**config.mk**
```make
export PLATFORM = sky130hd
export DESIGN_NAME = scale_step_calc
export DESIGN_NICKNAME = d
export VERILOG_FILES = /design/src/rtl/scale_pkg.sv /design/src/rtl/scale_plan.sv /design/src/rtl/restoring_divider.sv /design/src/rtl/step_deriver.sv /design/src/rtl/scale_step_calc.sv
export SDC_FILE = /design/constraint.sdc
export NUM_CORES = 1
export LEC_CHECK = 0
export BUFFER_PORTS_ARGS = -buffer_cell sky130_fd_sc_hd__buf_2
export CAP_MARGIN = 20
export CORE_MARGIN = 2
export CORE_UTILIZATION = 53
export CTS_BUF_LIST = sky130_fd_sc_hd__clkbuf_4
export CTS_CLUSTER_SIZE = 14
export DETAILED_ROUTE_END_ITERATION = 8
export GPL_TIMING_DRIVEN = 0
export PLACE_DENSITY = 0.79
export SLEW_MARGIN = 10
export SYNTH_ARGS = -nofsm -noshare
export SYNTH_HDL_FRONTEND = slang
export SYNTH_SLANG_ARGS = --single-unit
```
**constraint.sdc**
```tcl
create_clock -name clk -period 3.4 [get_ports clk]
set_input_delay 0.34 -clock clk [delete_from_list [all_inputs] [get_ports clk]]
set_output_delay 0.34 -clock clk [all_outputs]
set_load 0.02 [all_outputs]
```
**src/rtl/scale_pkg.sv**
```systemverilog
package scale_pkg;
  typedef enum logic [1:0] {
    DIV_NONE = 2'b00,
    DIV_TWO  = 2'b01,
    DIV_FOUR = 2'b10
  } div_code_e;

  localparam int unsigned AUX_OFFSET = 32'h514;
endpackage

```
**src/rtl/scale_plan.sv**
```systemverilog
module scale_plan
  import scale_pkg::*;
#(
  parameter int SIZE_W = 16
) (
  input  logic [SIZE_W-1:0] src,
  input  logic [SIZE_W-1:0] dst,
  output div_code_e         code,
  output logic [SIZE_W-1:0] eff_src,
  output logic              reducing
);
  localparam int CW = SIZE_W + 2;

  logic [CW-1:0] src_w, dst_x2, dst_x4;

  always_comb begin
    src_w  = CW'(src);
    dst_x2 = CW'(dst) << 1;
    dst_x4 = CW'(dst) << 2;
    reducing = (dst < src);
    if (dst_x4 <= src_w) begin
      code    = DIV_FOUR;
      eff_src = src >> 2;
    end else if (dst_x2 <= src_w) begin
      code    = DIV_TWO;
      eff_src = src >> 1;
    end else begin
      code    = DIV_NONE;
      eff_src = src;
    end
  end
endmodule

```
**src/rtl/restoring_divider.sv**
```systemverilog
module restoring_divider #(
  parameter int NUM_W = 37,
  parameter int DEN_W = 16
) (
  input  logic             clk,
  input  logic             rst_n,
  input  logic             start,
  input  logic [NUM_W-1:0] num,
  input  logic [DEN_W-1:0] den,
  output logic             busy,
  output logic             done,
  output logic [NUM_W-1:0] quotient,
  output logic             rem_nz
);
  localparam int CNT_W = $clog2(NUM_W + 1);

  logic [NUM_W-1:0] quo_q;
  logic [DEN_W-1:0] rem_q, den_q;
  logic [CNT_W-1:0] cnt_q;
  logic [DEN_W:0]   trial;
  logic             fits;
  logic [DEN_W-1:0] rem_next;

  always_comb begin
    trial    = {rem_q, quo_q[NUM_W-1]};
    fits     = (trial >= {1'b0, den_q});
    rem_next = fits ? DEN_W'(trial - {1'b0, den_q}) : trial[DEN_W-1:0];
  end

  always_ff @(posedge clk or negedge rst_n) begin
    if (!rst_n) begin
      quo_q <= '0;
      rem_q <= '0;
      den_q <= '0;
      cnt_q <= '0;
      busy  <= 1'b0;
      done  <= 1'b0;
    end else begin
      done <= 1'b0;
      if (start && !busy) begin
        quo_q <= num;
        rem_q <= '0;
        den_q <= den;
        cnt_q <= CNT_W'(NUM_W);
        busy  <= 1'b1;
      end else if (busy) begin
        quo_q <= {quo_q[NUM_W-2:0], fits};
        rem_q <= rem_next;
        cnt_q <= cnt_q - 1'b1;
        if (cnt_q == CNT_W'(1)) begin
          busy <= 1'b0;
          done <= 1'b1;
        end
      end
    end
  end

  assign quotient = quo_q;
  assign rem_nz   = (rem_q != '0);

  AST_REM_BELOW_DEN: assert property (@(posedge clk) disable iff (!rst_n)
    busy |-> (rem_q < den_q));
endmodule

```
**src/rtl/step_deriver.sv**
```systemverilog
module step_deriver
  import scale_pkg::*;
#(
  parameter int STEP_W = 37
) (
  input  logic [STEP_W-1:0] master,
  input  logic              vertical,
  input  logic              reducing,
  output logic [STEP_W-1:0] luma_step,
  output logic [STEP_W-1:0] luma_aux,
  output logic [STEP_W-1:0] chroma_step,
  output logic [STEP_W-1:0] chroma_aux
);
  logic [STEP_W-1:0] sh1, sh2, sh3;

  always_comb begin
    sh1 = master >> 1;
    sh2 = master >> 2;
    sh3 = master >> 3;
    luma_step = sh2;
    if (!vertical) begin
      luma_aux    = sh1;
      chroma_step = sh2;
      chroma_aux  = sh1;
    end else begin
      luma_aux    = sh2 + STEP_W'(AUX_OFFSET);
      chroma_step = reducing ? sh3 : sh2;
      chroma_aux  = reducing ? master : sh1;
    end
  end
endmodule

```
**src/rtl/scale_step_calc.sv**
```systemverilog
module scale_step_calc
  import scale_pkg::*;
#(
  parameter int SIZE_W    = 16,
  parameter int FRAC_BITS = 21
) (
  input  logic                        clk,
  input  logic                        rst_n,
  input  logic                        req_valid,
  output logic                        req_ready,
  input  logic [SIZE_W-1:0]           src_size,
  input  logic [SIZE_W-1:0]           dst_size,
  input  logic                        vertical,
  output logic                        res_valid,
  output logic                        res_err,
  output logic [1:0]                  div_code,
  output logic [SIZE_W+FRAC_BITS-1:0] master_step,
  output logic [SIZE_W+FRAC_BITS-1:0] luma_step,
  output logic [SIZE_W+FRAC_BITS-1:0] luma_aux,
  output logic [SIZE_W+FRAC_BITS-1:0] chroma_step,
  output logic [SIZE_W+FRAC_BITS-1:0] chroma_aux
);
  localparam int STEP_W = SIZE_W + FRAC_BITS;

  div_code_e         plan_code, code_q;
  logic [SIZE_W-1:0] eff_src;
  logic              plan_red, red_q, vert_q, run_q;
  logic              accept, bad_den;
  logic              dv_busy, dv_done, dv_rem_nz;
  logic [STEP_W-1:0] dv_quo, master_nx;
  logic [STEP_W-1:0] ls_nx, la_nx, cs_nx, ca_nx;

  assign req_ready = !run_q;
  assign accept    = req_valid && req_ready;
  assign bad_den   = (dst_size == '0);

  scale_plan #(.SIZE_W(SIZE_W)) u_plan (
    .src(src_size), .dst(dst_size),
    .code(plan_code), .eff_src(eff_src), .reducing(plan_red)
  );

  restoring_divider #(.NUM_W(STEP_W), .DEN_W(SIZE_W)) u_div (
    .clk(clk), .rst_n(rst_n),
    .start(accept && !bad_den),
    .num({eff_src, {FRAC_BITS{1'b0}}}),
    .den(dst_size),
    .busy(dv_busy), .done(dv_done),
    .quotient(dv_quo), .rem_nz(dv_rem_nz)
  );

  assign master_nx = dv_quo + STEP_W'(dv_rem_nz);

  step_deriver #(.STEP_W(STEP_W)) u_derive (
    .master(master_nx), .vertical(vert_q), .reducing(red_q),
    .luma_step(ls_nx), .luma_aux(la_nx),
    .chroma_step(cs_nx), .chroma_aux(ca_nx)
  );

  always_ff @(posedge clk or negedge rst_n) begin
    if (!rst_n) begin
      run_q       <= 1'b0;
      code_q      <= DIV_NONE;
      red_q       <= 1'b0;
      vert_q      <= 1'b0;
      res_valid   <= 1'b0;
      res_err     <= 1'b0;
      div_code    <= 2'b00;
      master_step <= '0;
      luma_step   <= '0;
      luma_aux    <= '0;
      chroma_step <= '0;
      chroma_aux  <= '0;
    end else begin
      res_valid <= 1'b0;
      if (accept) begin
        if (bad_den) begin
          res_valid <= 1'b1;
          res_err   <= 1'b1;
        end else begin
          run_q  <= 1'b1;
          code_q <= plan_code;
          red_q  <= plan_red;
          vert_q <= vertical;
        end
      end
      if (run_q && dv_done) begin
        run_q       <= 1'b0;
        res_valid   <= 1'b1;
        res_err     <= 1'b0;
        div_code    <= code_q;
        master_step <= master_nx;
        luma_step   <= ls_nx;
        luma_aux    <= la_nx;
        chroma_step <= cs_nx;
        chroma_aux  <= ca_nx;
      end
    end
  end

  AST_READY_LOW_BUSY: assert property (@(posedge clk) disable iff (!rst_n)
    dv_busy |-> !req_ready);
  AST_CODE_LEGAL: assert property (@(posedge clk) disable iff (!rst_n)
    div_code != 2'b11);
  AST_ERR_KEEPS_RESULT: assert property (@(posedge clk) disable iff (!rst_n)
    (res_valid && res_err) |-> ($stable(master_step) && $stable(div_code)
                                && $stable(chroma_aux)));
  AST_VERT_LUMA_PAIR: assert property (@(posedge clk) disable iff (!rst_n)
    (res_valid && !res_err && vert_q) |->
      (luma_aux == luma_step + STEP_W'(AUX_OFFSET)));
  AST_RESULT_PULSE: assert property (@(posedge clk) disable iff (!rst_n)
    (res_valid && !res_err) |=> !res_valid || res_err);
endmodule

```
==> results of run 1 <==
==> layout by cell type, fill, tap and decap left out, drive strengths merged, types with 13 or more instances in the layout <==
master / Yosys / layout
a22oi: 18 / 18
a21oi: 43 / 43
nand4: 27 / 27
dlygate4sd3: 0 / 28
nor3: 30 / 30
inv: 52 / 52
clkinv: 0 / 19
dfrtp: 231 / 231
clkbuf: 80 / 151
nor4: 20 / 20
xnor2: 35 / 35
a21o: 42 / 42
buf: 62 / 350
nand2: 311 / 311
a311o: 13 / 13
mux2i: 32 / 32
ha: 65 / 65
nand3: 41 / 41
xor2: 22 / 22
a211oi: 16 / 16
o21ai: 119 / 119
o31ai: 63 / 63
nor2: 117 / 117
==> path summary, 6_finish.rpt <==
path	start	end	slack, ps
worst max-delay path	u_div.rem_q[12]$_DFFE_PN0P_	luma_aux[33]$_DFFE_PN0P_	-310
worst min-delay path	src_size[2]	u_div.quotient[23]$_DFFE_PN0P_	20
worst max register to register	u_div.rem_q[12]$_DFFE_PN0P_	luma_aux[33]$_DFFE_PN0P_	-310
worst min register to register	master_step[1]$_DFFE_PN0P_	master_step[1]$_DFFE_PN0P_	470
max in group asynchronous	rst_n	u_div.busy$_DFF_PN0_	2040
min in group asynchronous	rst_n	chroma_step[2]$_DFFE_PN0P_	70
==> critical path, delay by kind of cell, from the launching register on <==
family	cells	cell delay, ps
and+or+nand+nor	6	1510
AOI/OAI and AO/OA	4	760
adders and majority gates	2	480
DFF	1	410
muxes	1	220
buffers and inverters	1	130
==> cells by family after synthesis <==
kind of cell / after synthesis
muxes: 36
and+or+nand+nor: 619
DFF: 231
other: 1
AOI/OAI and AO/OA: 387
adders and majority gates: 66
buffers and inverters: 194
xor gates and xnor gates: 57
==> power by group <==
| part | switching (mW) | internal, mW | total (mW) |
|---|---|---|---|
| clock network | 1.18 | 1.00 | 2.18 |
| registers | 0 | 2.75 | 2.75 |
| logic | 0.197 | 0.123 | 0.319 |
==> area by class of cell <==
type,instances,share of cell area
multi-input combinational,1170,0.445
sequential,231,0.328
timing repair buffer,316,0.113
buffer,140,0.0427
clock buffer,73,0.0311
tap,335,0.0238
inverter,52,0.0111
clock inverter,20,0.00532
antenna,1,0.000142
==> registers in the layout, indices dropped and copies added (netlist names), 6 cells and up <==
register / flops
chroma_step: 35
u_div.cnt_q: 6
luma_aux: 36
u_div.rem_q: 16
chroma_aux: 37
u_div.den_q: 16
master_step: 37
u_div.quotient: 37
==> repair_timing <==
| action | 4_1_cts | 5_1_grt |
|---|---|---|
| buffers inserted | 50 | 14 |
| gates cloned | 1 | 1 |
| pin swaps | 32 | 28 |
| resized for setup | 91 | 50 |
| endpoints found under the hold margin | 145 | 0 |
| setup endpoints to repair | 57 | 56 |
| hold buffers | 28 | 0 |
==> per-layer routing <==
| layer | wire, um | GRT usage | vias to the layer above |
|---|---|---|---|
| met5 | 0 | 0 | - |
| met4 | 3000 | 0.197 | 0 |
| met3 | 4700 | 0.0619 | 227 |
| met2 | 22400 | 0.537 | 949 |
| met1 | 18400 | 0.433 | 6849 |
| li1 | - | - | 6360 |
==> through the flow <==
step,TNS (ps),hold WS (ps)
detailed placement,-20540,252
finish,-4060,16.3
CTS,-1270,11.6
global route,-6080,40.1
floorplan,-11.5,44.4
global placement,-473530,455
==> flow_summary.json, run 1 <==
{
  "final_nets": 2072,
  "finClkSkew_ps": 57.2,
  "maxCapViolCount": 0,
  "gr-total-overflow": 0,
  "synth_xor_area_frac": 0.0366,
  "grt_pass1_wl_um": 74900,
  "synth_top_area_share": 0.417,
  "coreArea_um2": 25800,
  "avgSynthCellArea_um2": 8.71,
  "grt_use_total": 0.337,
  "antenna_found_initial": 1,
  "cts_max_level": 2,
  "area_growth_pct": 27.3,
  "num_vias": 14385,
  "synthMostInstantiatedCell": "nand2_1",
  "holdPathStages": 3,
  "instances_no_fill": 2338,
  "synth_edf_count": 0,
  "fillers": 2045,
  "slew_headroom": 0.326,
  "muxShareOfSynthArea": 0.0264,
  "setup_viol": 21,
  "ff_latch_area_um2": 5780,
  "place_area_um2": 15500,
  "floorplan.initialDensity": 0.536,
  "endpoint_kind": "register",
  "synth_common_cells": "311 x nand2_1, 231 x dfrtp_1, 117 x nor2_1",
  "yosysWarnings": 0,
  "yosysUniqueCellTypes": 77,
  "clock_latency_ps": 750,
  "rsz0062_at_grt": "yes",
  "yosysTopAreaCell": "dfrtp_1",
  "r2r_cells": 14,
  "syn_inst": 1591,
  "synth_top_family_by_area": "simple AND/OR/NAND/NOR gates",
  "cp.required_ps": 3930,
  "cp.arrival_ps": 4240,
  "powerDensity_nw_per_um2": 297,
  "utilization": 0.683,
  "wl_per_cell_um": 20.7,
  "drv_slew": 0,
  "p_leak_nw": 9.09,
  "fmax_ghz": 0.269,
  "place_congestion": 0.989,
  "numPortBuffers": 220,
  "violations": "negative setup slack",
  "synthFlopType": "dfrtp_1",
  "grt_pass1_vias": 14065,
  "clk_pin_slew_ps": 70,
  "synth_area_um2": 13900,
  "drc": 0,
  "pre_cts_slack_ps": -891,
  "hold_class": "in2reg",
  "setup_slack_ps": -311,
  "dieHeight_um": 166,
  "antenna_left": 0,
  "synth_simple_gate_area_frac": 0.205,
  "post-place-cells": 2152,
  "wl_um": 48400,
  "peakVddDrop_v": 0.000223,
  "cp_max_fo": 7,
  "cts.path.max_buffers": 3,
  "critPathKind": "reg2reg",
  "die_w_um": 166,
  "synth_compound_area_frac": 0.187,
  "fin_area_um2": 17600,
  "status": "finished, violations left",
  "ys_seq_elements": 231,
  "synthArstFlopShare": 1.00,
  "worst_pin_slew_ps": 1000,
  "p_total_mw": 5.24,
  "cts_tree": "done",
  "core.rowCount": 59,
  "fin_crit_ps": 3710,
  "cts_root_buffer": "clkbuf_4",
  "synthTopCellsByArea": "dfrtp_1 42%, nand2_1 8.4%, ha_1 5.9%, o21ai_0 4.2%, o31ai_1 3.4%",
  "drive_gt1_frac": 0.266,
  "grt_max_degree": 112,
  "slowest_stage": "dfrtp_1",
  "hpwl_um": 33900,
  "fp.dieArea_um2": 27500,
  "first_pass_iters": 6,
  "crit_path_cell_trace": "nor4_2 > nand4_1 > ha_4 > ha_4 > buf_8 > nand2_1 > o31ai_1 > nand2_2 > a41oi_2 > o21ai_4 > nand4_4 > nor4_4 > mux2i_1 > a31oi_1",
  "cts.sinks": 231,
  "critPathMostFrequentCell": "ha_4",
  "max_stage_delay_ps": 410,
  "period_share": 1.09,
  "multiInputGateArea_um2": 7850,
  "ios": 226,
  "synth-seq-area-share": 0.417,
  "cts_buffers": 59,
  "first_iter_violations": 2076,
  "detail_route.vias_per_cell": 6.15,
  "startpoint_type": "register",
  "synthAdderAreaFrac": 0.0601,
  "hold_violations": 0
}
Power figures use the tool's default switching activity.
==> inputs of run 2 (changes only) <==
--- a/config.mk
+++ b/config.mk
@@ -7,6 +7,7 @@
 export LEC_CHECK = 0
 export BUFFER_PORTS_ARGS = -buffer_cell sky130_fd_sc_hd__buf_2
 export CAP_MARGIN = 20
+export CORE_ASPECT_RATIO = 0.9
 export CORE_MARGIN = 2
 export CORE_UTILIZATION = 53
 export CTS_BUF_LIST = sky130_fd_sc_hd__clkbuf_4
==> flow_summary.json, run 2 (synthesized netlist as in run 1, its figures left out) <==
{
  "cts_tree": "done",
  "p_sw_frac": 0.256,
  "endpoint_kind": "register",
  "antenna_found_initial": 1,
  "violations": "negative setup slack",
  "place_congestion": 0.946,
  "utilization": 0.691,
  "cts.path.max_buffers": 3,
  "fillers": 1962,
  "fp.dieArea_um2": 27500,
  "instances_no_fill": 2375,
  "wl_um": 48000,
  "powerDensity_nw_per_um2": 304,
  "coreArea_um2": 25900,
  "status": "finished, violations left",
  "slowest_stage": "dfrtp_1",
  "slew_headroom": 0.348,
  "cts_buffers": 59,
  "cp_num_buf_inv": 3,
  "numPortBuffers": 220,
  "drv_slew": 0,
  "floorplan.initialDensity": 0.536,
  "period_share": 1.13,
  "fmax_ghz": 0.261,
  "ios": 226,
  "cp.arrival_ps": 4370,
  "p_total_mw": 5.43,
  "gr-total-overflow": 0,
  "power_frac_seq": 0.506,
  "clk_pin_slew_ps": 70,
  "num_vias": 14396,
  "max_stage_delay_ps": 420,
  "multiInputGateArea_um2": 7870,
  "crit_start": "u_div.rem_q[2]$_DFFE_PN0P_",
  "maxCapViolCount": 0,
  "die_w_um": 174,
  "core.rowCount": 56,
  "post-place-cells": 2165,
  "drive_gt1_frac": 0.272,
  "hold_class": "in2reg",
  "wl_per_cell_um": 20.2,
  "dieHeight_um": 157,
  "power_frac_comb": 0.060,
  "grt_pass1_wl_um": 71900,
  "critPathMostFrequentCell": "ha_4",
  "rsz0062_at_grt": "yes",
  "setup_viol": 20,
  "cts.sinks": 231,
  "critPathKind": "reg2reg",
  "cts_root_buffer": "clkbuf_4",
  "rrSetupSlack_ps": -430,
  "cts_max_level": 2,
  "antenna_left": 0,
  "p_int_mw": 4.04,
  "first_iter_violations": 2012,
  "final_common_cell": "nand2_1",
  "fin_crit_ps": 3830,
  "p_leak_nw": 9.15,
  "grt_use_total": 0.332,
  "first_pass_iters": 6,
  "finClkSkew_ps": 78.4,
  "hpwl_um": 33500,
  "final_cell_mix": "308 x nand2_1, 231 x dfrtp_1, 229 x buf_2",
  "ff_latch_area_um2": 5780,
  "r2r-start": "u_div.rem_q[2]$_DFFE_PN0P_",
  "grt_pass1_vias": 13214,
  "drc": 0,
  "switching_power_mw": 1.39,
  "worst_pin_slew_ps": 971,
  "critPathTopFamily": "simple AND/OR/NAND/NOR gates",
  "grt_max_degree": 96,
  "startpoint_type": "register",
  "clock_latency_ps": 750,
  "pwr-share-clk": 0.434,
  "crit_path_cell_trace": "nor4_2 > nand4_1 > ha_4 > ha_4 > clkbuf_16 > nand3_4 > xor2_4 > inv_2 > ha_4 > nor3_4 > o21ai_2 > a21bo_2 > nand4_1 > buf_6 > nor3_4 > mux2i_1 > a31oi_1",
  "area_growth_pct": 28.9,
  "cp_max_fo": 8,
  "setup_slack_ps": -430,
  "cp.required_ps": 3940,
  "hold_violations": 0,
  "detail_route.vias_per_cell": 6.06,
  "whs_ps": 46.5,
  "final_nets": 2083,
  "peakVddDrop_v": 0.000187,
  "worstHoldStart": "src_size[12]"
}
## run 2: worst register-to-register path, cell delays in order (launching register included)
cell	delay, ps
dfrtp_1	420
nor4_2	370
nand4_1	220
ha_4	260
ha_4	190
clkbuf_16	160
nand3_4	100
xor2_4	90
inv_2	90
ha_4	150
nor3_4	50
o21ai_2	220
a21bo_2	200
nand4_1	330
buf_6	280
nor3_4	140
mux2i_1	270
a31oi_1	130
## run 2: repair_timing
action / 4_1_cts / 5_1_grt
pin swaps: 28 / 34
hold endpoints to repair: 95 / 0
endpoints found under the setup margin: 44 / 47
resized for setup: 66 / 84
buffers inserted: 48 / 25
hold buffers: 32 / 0
## run 2: path summary, 6_finish.rpt
| path | end | cells past startpoint |
|---|---|---|
| worst max-delay path | luma_aux[32]$_DFFE_PN0P_ | 17 |
| worst min-delay path | u_div.quotient[33]$_DFFE_PN0P_ | 3 |
| worst max register to register | luma_aux[32]$_DFFE_PN0P_ | 17 |
| worst min register to register | div_code[0]$_DFFE_PN0P_ | 2 |
| max in group asynchronous | u_div.rem_q[13]$_DFFE_PN0P_ | 3 |
| min in group asynchronous | chroma_aux[6]$_DFFE_PN0P_ | 2 |
## run 2: power by group through the flow
stage	Combinational [mW]	Sequential [mW]	Clock (mW)
final	0.325	2.75	2.35
after global routing	0.361	2.75	2.50
after floorplan	0.141	2.80	0
after CTS	0.320	2.75	2.37
after detailed placement	0.291	2.80	0
after global placement	0.275	2.80	0
## run 2: routing by layer
metal | track usage | vias up | part of all wire
li1 | - | 6401 | -
met1 | 0.433 | 6782 | 0.39
met2 | 0.540 | 1023 | 0.45
met3 | 0.0703 | 190 | 0.11
met4 | 0.142 | 0 | 0.048
met5 | 0 | - | 0
## run 2: cell type report
type	instances	area share
diodes	1	0.000140
plain buffers	140	0.0427
clock buffers	79	0.0332
clock inverters	27	0.00785
inverters	52	0.0109
multi-input cells	1170	0.440
flip-flops and latches	231	0.324
well taps	348	0.0244
repair buffers	327	0.117
## run 2: per-stage QoR
stage          worst slack (ps)  cell area, um^2  setup TNS (ps)
4_1_cts                    -124            17300            -898
5_1_grt                    -520            17900           -5970
2_1_floorplan             -11.5            13900           -11.5
3_5_place_dp               -818            15500          -17830
6_report                   -430            17900           -3980
3_3_place_gp              -1960            15400         -462170
==> inputs of run 3 (changes only) <==
--- a/config.mk
+++ b/config.mk
@@ -14,7 +14,7 @@
 export CTS_CLUSTER_SIZE = 14
 export DETAILED_ROUTE_END_ITERATION = 8
 export GPL_TIMING_DRIVEN = 0
-export PLACE_DENSITY = 0.79
+export PLACE_DENSITY = 0.88
 export SLEW_MARGIN = 10
 export SYNTH_ARGS = -nofsm -noshare
 export SYNTH_HDL_FRONTEND = slang
==> flow_summary.json, run 3 (synthesized netlist as in run 1, its figures left out) <==
{
  "clock_latency_ps": 760,
  "first_iter_violations": 2266,
  "gr-total-overflow": 0,
  "core.rowCount": 56,
  "r2r-start": "u_div.rem_q[8]$_DFFE_PN0P_",
  "setup_tns_ps": -3900,
  "grt_max_degree": 98,
  "ios": 226,
  "rrSetupSlack_ps": -290,
  "cts.path.max_buffers": 3,
  "clk_pin_slew_ps": 80,
  "rsz0062_at_grt": "yes",
  "endpoint_kind": "register",
  "crit_path_cell_trace": "nor4_2 > nand4_1 > ha_4 > ha_4 > clkbuf_16 > nand3_4 > xor2_4 > inv_2 > ha_4 > nor3_4 > o21ai_2 > a21bo_2 > and4_1 > a21bo_2 > mux2_2 > o311ai_1",
  "fmax_ghz": 0.271,
  "cp.arrival_ps": 4270,
  "violations": "negative setup slack",
  "place_area_um2": 15500,
  "coreArea_um2": 25900,
  "final_cell_mix": "308 x nand2_1, 230 x dfrtp_1, 229 x buf_2",
  "wl_um": 51200,
  "critPathMostFrequentCell": "ha_4",
  "hold_violations": 0,
  "finClkSkew_ps": 118,
  "hpwl_um": 33800,
  "grt_pass1_vias": 13998,
  "num_vias": 15122,
  "drc": 0,
  "period_share": 1.09,
  "cts_root_buffer": "clkbuf_4",
  "numPortBuffers": 220,
  "crit_start": "u_div.rem_q[8]$_DFFE_PN0P_",
  "antenna_found_initial": 2,
  "holdPathStages": 3,
  "setup_viol": 23,
  "r2r_end": "luma_aux[24]$_DFFE_PN0P_",
  "peakVddDrop_v": 0.000201,
  "utilization": 0.685,
  "setup_slack_ps": -291,
  "pre_cts_slack_ps": -823,
  "startpoint_type": "register",
  "grt_use_total": 0.342,
  "worst_pin_slew_ps": 1110,
  "cts_tree": "done",
  "final_nets": 2074,
  "detail_route.vias_per_cell": 6.40,
  "hold_class": "in2reg",
  "cts_max_level": 2,
  "final_common_cell": "nand2_1",
  "powerDensity_nw_per_um2": 311,
  "fin_crit_ps": 3690,
  "fin_area_um2": 17700,
  "p_leak_nw": 9.12,
  "dieHeight_um": 157,
  "whs_ps": 36.6,
  "max_stage_delay_ps": 400,
  "cp-endpoint": "luma_aux[24]$_DFFE_PN0P_",
  "area_growth_pct": 27.8,
  "maxCapViolCount": 0,
  "die_w_um": 174,
  "antenna_left": 0,
  "cts_buffers": 61,
  "fp.dieArea_um2": 27500,
  "cp_max_fo": 5,
  "r2r_cells": 16,
  "first_pass_iters": 7,
  "floorplan.initialDensity": 0.536,
  "slowest_stage": "dfrtp_1",
  "place_congestion": 0.945,
  "slew_headroom": 0.256,
  "drive_gt1_frac": 0.265,
  "wl_per_cell_um": 21.6,
  "grt_pass1_wl_um": 74500,
  "cp.required_ps": 3980,
  "drv_slew": 0,
  "cts.sinks": 231,
  "status": "finished, violations left",
  "critPathKind": "reg2reg"
}
## run 3: cell count changes in the layout (fill, tap and decap cells not counted), moves of 4 or more
cell / before / now
buf_6: 16 / 9
clkbuf_4: 79 / 86
nor2_2: 5 / 1
nor2_1: 111 / 116
o21ai_1: 4 / 10
dlygate4sd3_1: 32 / 26
o21ai_0: 109 / 105
clkinv_1: 22 / 16
## run 3: stage by stage
stage | std cells | power [mW]
6_report | 2364 | 5.51
3_5_place_dp | 2165 | 3.09
5_1_grt | 2363 | 5.66
4_1_cts | 2341 | 5.47
3_3_place_gp | 2163 | 3.07
2_1_floorplan | 1595 | 2.94
## run 3: worst min-delay path by stage
stage	to	start
floorplan	chroma_aux[0]$_DFFE_PN0P_	rst_n
global placement	run_q$_DFFE_PN0P_	u_div.done$_DFF_PN0_
detailed placement	chroma_aux[6]$_DFFE_PN0P_	rst_n
CTS	u_div.quotient[31]$_DFFE_PN0P_	src_size[10]
global route	u_div.quotient[33]$_DFFE_PN0P_	src_size[13]
finish	u_div.quotient[33]$_DFFE_PN0P_	src_size[13]
## run 3: worst max-delay path, delay by kind of cell (launching register included)
| family | cells | cell delay [ps] |
|---|---|---|
| muxes | 1 | 240 |
| xor gates and xnor gates | 1 | 230 |
| AOI/OAI and AO/OA | 4 | 710 |
| DFF | 1 | 400 |
| and+or+nand+nor | 5 | 1100 |
| buffers and inverters | 2 | 250 |
| adders and majority gates | 3 | 630 |
## run 3: cell type report
cell class	instances	area [um^2]
diodes	2	5.00
plain buffers	140	757
clock buffers	86	646
clock inverters	19	110
fillers	1901	8130
inverters	52	195
multi-input cells	1170	7810
flip-flops and latches	231	5780
well taps	348	435
repair buffers	316	1980
## run 3: timing repair
action                                 CTS  global route
endpoints found under the hold margin  240             1
hold buffers                            25             1
buffers inserted                        46            21
resized for setup                       66            61
cloned                                   1             0
pin swaps                               27            28
setup endpoints to repair               45            53
## run 3: per-layer routing
metal  track usage  wire [um]  vias up
met5             0          0        -
met4         0.192       3660        0
met3        0.0708       6320      386
met2         0.553      22700     1302
met1         0.430      18500     7045
li1              -          -     6389
## run 3: power by group
| part | internal, mW | switching, mW | leakage, nW |
|---|---|---|---|
| Clock | 1.24 | 1.21 | 0.445 |
| Combinational | 0.121 | 0.195 | 5.75 |
| Sequential | 2.75 | 0 | 2.92 |
